==> src/rtl/psr_pkg.sv <==
package psr_pkg;
  localparam int CCR_W   = 8;
  localparam int ARITH_W = 5;
  localparam int BIT_C   = 0;
  localparam int BIT_V   = 1;
  localparam int BIT_Z   = 2;
  localparam int BIT_N   = 3;
  localparam int BIT_T   = 4;
  localparam int BIT_S   = 5;
  localparam int BIT_I   = 6;
  localparam int BIT_PAD = 7;

  typedef enum logic [1:0] {
    SRC_HOLD  = 2'd0,
    SRC_IRQ   = 2'd1,
    SRC_WRITE = 2'd2,
    SRC_FLAGS = 2'd3
  } psr_src_e;

  function automatic psr_src_e pick_src(input logic irq, input logic wr,
                                        input logic any_upd);
    if (irq)          return SRC_IRQ;
    else if (wr)      return SRC_WRITE;
    else if (any_upd) return SRC_FLAGS;
    else              return SRC_HOLD;
  endfunction
endpackage

==> src/rtl/psr_upper.sv <==
module psr_upper #(
  parameter int ILM_W = 3,
  parameter int RP_W  = 5,
  localparam int UP_W = ILM_W + RP_W
) (
  input  logic            clk,
  input  logic            rst,
  input  psr_pkg::psr_src_e src,
  input  logic [UP_W-1:0] wr_upper,
  output logic [UP_W-1:0] upper_q
);
  always_ff @(posedge clk) begin
    if (rst) begin
      upper_q <= '0;
    end else if (src == psr_pkg::SRC_WRITE) begin
      upper_q <= wr_upper;
    end
  end
endmodule

==> src/rtl/psr_ccr.sv <==
module psr_ccr
  import psr_pkg::*;
(
  input  logic               clk,
  input  logic               rst,
  input  psr_src_e           src,
  input  logic [CCR_W-1:0]   wr_ccr,
  input  logic [ARITH_W-1:0] upd_we,
  input  logic [ARITH_W-1:0] upd_val,
  output logic [CCR_W-1:0]   ccr_q
);
  logic i_q;
  logic s_q;
  logic [ARITH_W-1:0] arith_q;

  always_ff @(posedge clk) begin
    if (rst) begin
      i_q <= 1'b0;
      s_q <= 1'b1;
    end else begin
      case (src)
        SRC_IRQ:   s_q <= 1'b1;
        SRC_WRITE: begin
          i_q <= wr_ccr[BIT_I];
          s_q <= wr_ccr[BIT_S];
        end
        default: ;
      endcase
    end
  end

  for (genvar k = 0; k < ARITH_W; k++) begin : g_flag
    always_ff @(posedge clk) begin
      if (src == SRC_WRITE) begin
        arith_q[k] <= wr_ccr[k];
      end else if (src == SRC_FLAGS && upd_we[k]) begin
        arith_q[k] <= upd_val[k];
      end
    end
  end

  always_comb begin
    ccr_q          = '0;
    ccr_q[BIT_I]   = i_q;
    ccr_q[BIT_S]   = s_q;
    ccr_q[ARITH_W-1:0] = arith_q;
    ccr_q[BIT_PAD] = 1'b0;
  end
endmodule

==> src/rtl/psr_irq_gate.sv <==
module psr_irq_gate (
  input  logic i_flag,
  input  logic irq_req,
  input  logic irq_swi,
  output logic irq_pass
);
  always_comb begin
    irq_pass = irq_req & (irq_swi | i_flag);
  end
endmodule

==> src/rtl/psr_unit.sv <==
module psr_unit
  import psr_pkg::*;
#(
  parameter int ILM_W = 3,
  parameter int RP_W  = 5,
  localparam int UP_W = ILM_W + RP_W,
  localparam int PS_W = UP_W + CCR_W
) (
  input  logic            clk,
  input  logic            rst,
  input  logic            irq_entry,
  input  logic            wr_en,
  input  logic [PS_W-1:0] wr_data,
  input  logic [4:0]      upd_we,
  input  logic            upd_t,
  input  logic            res_sign,
  input  logic            upd_z,
  input  logic            upd_v,
  input  logic            upd_c,
  input  logic            irq_req,
  input  logic            irq_swi,
  output logic [PS_W-1:0] ps_q,
  output logic            sp_sys_sel,
  output logic            irq_pass
);
  psr_src_e           src;
  logic [ARITH_W-1:0] upd_val;
  logic [UP_W-1:0]    upper_q;
  logic [CCR_W-1:0]   ccr_q;

  always_comb begin
    upd_val        = '0;
    upd_val[BIT_T] = upd_t;
    upd_val[BIT_N] = res_sign;
    upd_val[BIT_Z] = upd_z;
    upd_val[BIT_V] = upd_v;
    upd_val[BIT_C] = upd_c;
    src            = pick_src(irq_entry, wr_en, |upd_we);
  end

  psr_upper #(.ILM_W(ILM_W), .RP_W(RP_W)) u_upper (
    .clk      (clk),
    .rst      (rst),
    .src      (src),
    .wr_upper (wr_data[PS_W-1:CCR_W]),
    .upper_q  (upper_q)
  );

  psr_ccr u_ccr (
    .clk     (clk),
    .rst     (rst),
    .src     (src),
    .wr_ccr  (wr_data[CCR_W-1:0]),
    .upd_we  (upd_we),
    .upd_val (upd_val),
    .ccr_q   (ccr_q)
  );

  psr_irq_gate u_gate (
    .i_flag   (ccr_q[BIT_I]),
    .irq_req  (irq_req),
    .irq_swi  (irq_swi),
    .irq_pass (irq_pass)
  );

  assign ps_q       = {upper_q, ccr_q};
  assign sp_sys_sel = ccr_q[BIT_S];
endmodule

==> config.mk <==
export PLATFORM = sky130hd
export DESIGN_NAME = psr_unit
export DESIGN_NICKNAME = d
export VERILOG_FILES = /design/src/rtl/psr_pkg.sv /design/src/rtl/psr_upper.sv /design/src/rtl/psr_ccr.sv /design/src/rtl/psr_irq_gate.sv /design/src/rtl/psr_unit.sv
export SDC_FILE = /design/constraint.sdc
export NUM_CORES = 1
export LEC_CHECK = 0
export ABC_AREA = 1
export ABC_CLOCK_PERIOD_IN_PS = 1590
export BUFFER_PORTS_ARGS = -buffer_cell sky130_fd_sc_hd__buf_2
export CORE_MARGIN = 10
export CORE_UTILIZATION = 40
export DETAILED_ROUTE_END_ITERATION = 10
export PLACE_DENSITY = 0.78
export SLEW_MARGIN = 20
export SYNTH_ARGS = -nofsm -noshare
export SYNTH_HDL_FRONTEND = slang
export SYNTH_SLANG_ARGS = --single-unit
==> constraint.sdc <==
create_clock -name clk -period 1.59 [get_ports clk]
set_clock_uncertainty 0.15 [all_clocks]
set_input_delay 0.159 -clock clk [delete_from_list [all_inputs] [get_ports clk]]
set_output_delay 0.159 -clock clk [all_outputs]
set_load 0.02 [all_outputs]
==> impl_metrics.xml <==
<?xml version="1.0" encoding="UTF-8"?>
<metrics>
  <group name="flow_run">
    <metric name="max_cap_violations" unit="">0</metric>
  </group>
  <group name="yosys">
    <metric name="ys_ff_latch" unit="">15</metric>
    <metric name="synth_mux_area_frac" unit="">0</metric>
    <metric name="fraction_of_the_mapped_netlist_area_in_compound_gates" unit="">0.0970</metric>
    <metric name="synth_unique_cells" unit="">19</metric>
    <metric name="netlist_instances" unit="">85</metric>
    <metric name="postSynthNetCount" unit="">117</metric>
    <metric name="area_share_of_and_or_nand_nor_cells_after_synthesis" unit="">0.300</metric>
    <metric name="synthAdderAreaFrac" unit="">0</metric>
    <metric name="synth_top_family_by_area" unit="">simple AND/OR/NAND/NOR gates</metric>
    <metric name="yosysWarningCount" unit="">0</metric>
    <metric name="yosysSeqAreaShare" unit="">0.494</metric>
    <metric name="post_synth_design_cell_area" unit="um2">709</metric>
    <metric name="synth_area_per_cell" unit="um2">8.35</metric>
    <metric name="parity_gate_share_of_the_synthesized_area_counting_xor_and_xnor_cells" unit="">0</metric>
  </group>
  <group name="detailed_routing">
    <metric name="drcViolationCount" unit="">0</metric>
    <metric name="routed_vias" unit="">748</metric>
    <metric name="drtAntennaViolNets" unit="">0</metric>
    <metric name="routed_via_density" unit="">4.45</metric>
    <metric name="average_wire_per_cell_in_the_routed_design" unit="um">13.1</metric>
    <metric name="detail_route.first_pass.iterations" unit="">4</metric>
    <metric name="drt-total-wl" unit="um">2200</metric>
    <metric name="dr.first_iter.drc_count" unit="">26</metric>
  </group>
  <group name="clocking">
    <metric name="clk-insertion-delay-late" unit="ps">270</metric>
    <metric name="cts_buffers" unit="">3</metric>
    <metric name="cts_root_buf" unit="">clkbuf_4</metric>
    <metric name="clock_sink_count" unit="">15</metric>
    <metric name="post_cts_sizing_count" unit="">0</metric>
    <metric name="clock_pin_slew_reported_for_the_worst_setup_and_hold_paths_after_clock_tree_synthesis" unit="ps">80</metric>
    <metric name="cts-root-to-sink-buffers" unit="">2</metric>
    <metric name="cts-htree-levels" unit="">1</metric>
    <metric name="cts_tree" unit="">done</metric>
  </group>
  <group name="worst_setup_path">
    <metric name="start_kind" unit="">input port</metric>
    <metric name="timing.critical_path.to_type" unit="">flip-flop</metric>
    <metric name="cp_slowest_cell" unit="">dlygate4sd3_1</metric>
    <metric name="critical_path.max_stage_delay" unit="ps">540</metric>
    <metric name="cp.arrival" unit="ps">1440</metric>
    <metric name="critical_path.cell_chain" unit="">dlygate4sd3_1 -&gt; buf_2 -&gt; nand2_1 -&gt; nand2_1 -&gt; dlygate4sd3_1</metric>
    <metric name="critical_path_peak_fanout" unit="">1</metric>
    <metric name="critical_path_required" unit="ps">1470</metric>
    <metric name="cell_family_contributing_the_most_delay_on_the_critical_path" unit="">buffers and inverters</metric>
    <metric name="timing.setup.critical_path_class" unit="">input port to flip-flop</metric>
    <metric name="worst-path-buf-inv" unit="">3</metric>
  </group>
  <group name="worst_hold_path">
    <metric name="hold_path_class" unit="">input port to flip-flop</metric>
  </group>
  <group name="floorplanning">
    <metric name="num_rows" unit="">15</metric>
    <metric name="die_h" unit="um">62.1</metric>
    <metric name="dieWidth" unit="um">62.1</metric>
    <metric name="design.core.area" unit="um2">1710</metric>
    <metric name="initial_utilization" unit="">0.415</metric>
    <metric name="count_of_boundary_i_o_pins" unit="">50</metric>
    <metric name="dieArea" unit="um2">3860</metric>
  </group>
  <group name="sta">
    <metric name="timing.final.max_slew_violations" unit="">0</metric>
    <metric name="finalCritPeriodShare" unit="">0.985</metric>
    <metric name="setup_viol" unit="">0</metric>
    <metric name="timing.final.hold_violations" unit="">2</metric>
    <metric name="timing.final.crit_period" unit="ps">1570</metric>
    <metric name="fin_hold_ws" unit="ps">-4.85</metric>
    <metric name="rsz_0062_raised_after_global_routing" unit="">no</metric>
    <metric name="fmax" unit="MHz">639</metric>
    <metric name="worst_slack" unit="ps">24.2</metric>
    <metric name="finalSetupTns" unit="ps">0</metric>
  </group>
  <group name="power">
    <metric name="share_comb_of_total_power" unit="">0.247</metric>
    <metric name="fraction_of_power_spent_switching_nets" unit="">0.290</metric>
    <metric name="max-vdd-ir-drop" unit="mV">0.595</metric>
    <metric name="share_of_power_burned_in_registers" unit="">0.504</metric>
    <metric name="p_int" unit="W">0.000619</metric>
    <metric name="powerDensity" unit="nW/um2">817</metric>
    <metric name="switchingPower" unit="W">0.000253</metric>
    <metric name="p_leak" unit="nW">0.542</metric>
    <metric name="clock_share_of_power" unit="">0.248</metric>
  </group>
  <group name="final_layout">
    <metric name="final_nets" unit="">176</metric>
    <metric name="fin_util" unit="">0.626</metric>
    <metric name="number_of_inserted_diodes" unit="">0</metric>
    <metric name="synthToLayoutAreaGrowth" unit="%">50.6</metric>
    <metric name="drive_above_1_share" unit="">0.434</metric>
    <metric name="final_common_cell" unit="">buf_2</metric>
    <metric name="post_layout_nonfiller_instances" unit="">168</metric>
    <metric name="mostFrequentLayoutCells" unit="">buf_2, nand2_1, nor2_1, dlygate4sd3_1, dfxtp_1</metric>
  </group>
  <group name="place">
    <metric name="buffer_ports.inserted" unit="">47</metric>
    <metric name="pre_cts_slack" unit="ps">424</metric>
    <metric name="place.detailed.instances" unit="">152</metric>
    <metric name="post-dp-hpwl" unit="um">1630</metric>
    <metric name="place_congestion" unit="">0.735</metric>
  </group>
  <group name="grt">
    <metric name="largest_net_degree_at_the_start_of_global_routing" unit="">18</metric>
    <metric name="grt_first_pass_wirelength" unit="um">3680</metric>
    <metric name="antenna_violations_before_repair" unit="">0</metric>
    <metric name="first_global_vias" unit="">805</metric>
    <metric name="grt-ovfl-total" unit="">0</metric>
    <metric name="grt_util_all_layers" unit="">0.116</metric>
  </group>
  <group name="run_status">
    <metric name="outcome" unit="">complete, but fails checks</metric>
    <metric name="failing_checks" unit="">negative hold slack</metric>
  </group>
</metrics>
==> stage by stage <==
stage | total power, W | cell area (um2) | hold slack, ps
CTS | 0.000885 | 1090 | 0.0138
floorplan | 0.000570 | 709 | 108
finish | 0.000873 | 1070 | -4.85
global placement | 0.000636 | 922 | 224
global route | 0.000923 | 1070 | 6.16
detailed placement | 0.000643 | 922 | 240
==> cell type report <==
type                    count  area, um2
multi-input cells          61        285
well taps                  25       31.3
flip-flops and latches     15        350
repair buffers             59        355
fillers                   154        639
inverters                   4       20.0
clock buffers               4       26.3
==> power groups by stage <==
stage | clock, W | combinational [W] | sequential (W)
5_1_grt | 0.000240 | 0.000241 | 0.000443
4_1_cts | 0.000222 | 0.000223 | 0.000440
3_5_place_dp | 0 | 0.000194 | 0.000449
2_1_floorplan | 0 | 0.0000858 | 0.000485
3_3_place_gp | 0 | 0.000189 | 0.000447
6_report | 0.000217 | 0.000216 | 0.000440
==> worst reg2reg max path: stages, from the launching register on <==
cell	delay, ps
dfxtp_1	340
nor2_2	120
nor2_2	40
==> layer usage <==
metal	part of all wire	track usage
met3	0.085	0.0412
met4	0.0055	0.0514
met1	0.44	0.129
met5	0	0
met2	0.47	0.192
==> flip-flops by register name, indices dropped and copies added, names as in the netlist <==
signal / cells
u_ccr.s_q: 1
u_upper.upper_q: 8
u_ccr.ccr_q: 5
u_ccr.i_q: 1
==> path summary, 6_finish.rpt <==
path | start | to | slack [ps] | depth (start not counted)
setup / recovery | wr_data[4] | u_ccr.ccr_q[4] | 20 | 5
hold / removal | irq_entry | u_ccr.s_q | -5 | 3
setup reg to reg | u_ccr.i_q | u_ccr.i_q | 850 | 2
hold reg to reg | u_ccr.s_q | u_ccr.s_q | 340 | 2
==> Yosys cell counts (all sizes together) <==
cell type	instances	area (um2)
nand2	19	78.8
nand3	4	20.0
edfxtp	5	150
nor2	25	114
inv	4	20.0
dfxtp	10	200
conb	1	3.75
o21ai	9	48.8
a21oi	1	5.00
buf	5	53.8
o21a	2	15.0
==> logic make-up (layout without fill, tap and decap cells) <==
group / Yosys count / after routing
and+or+nand+nor: 48 / 48
DFF: 15 / 15
other: 1 / 1
buffers and inverters: 9 / 67
AOI/OAI and AO/OA: 12 / 12
==> timing repair <==
action	in CTS	in global routing
hold endpoints to repair	11	0
hold buffers	14	0
setup buffers	0	0
endpoints found under the setup margin	0	2
Note: power is estimated with default switching activity, not from simulation.
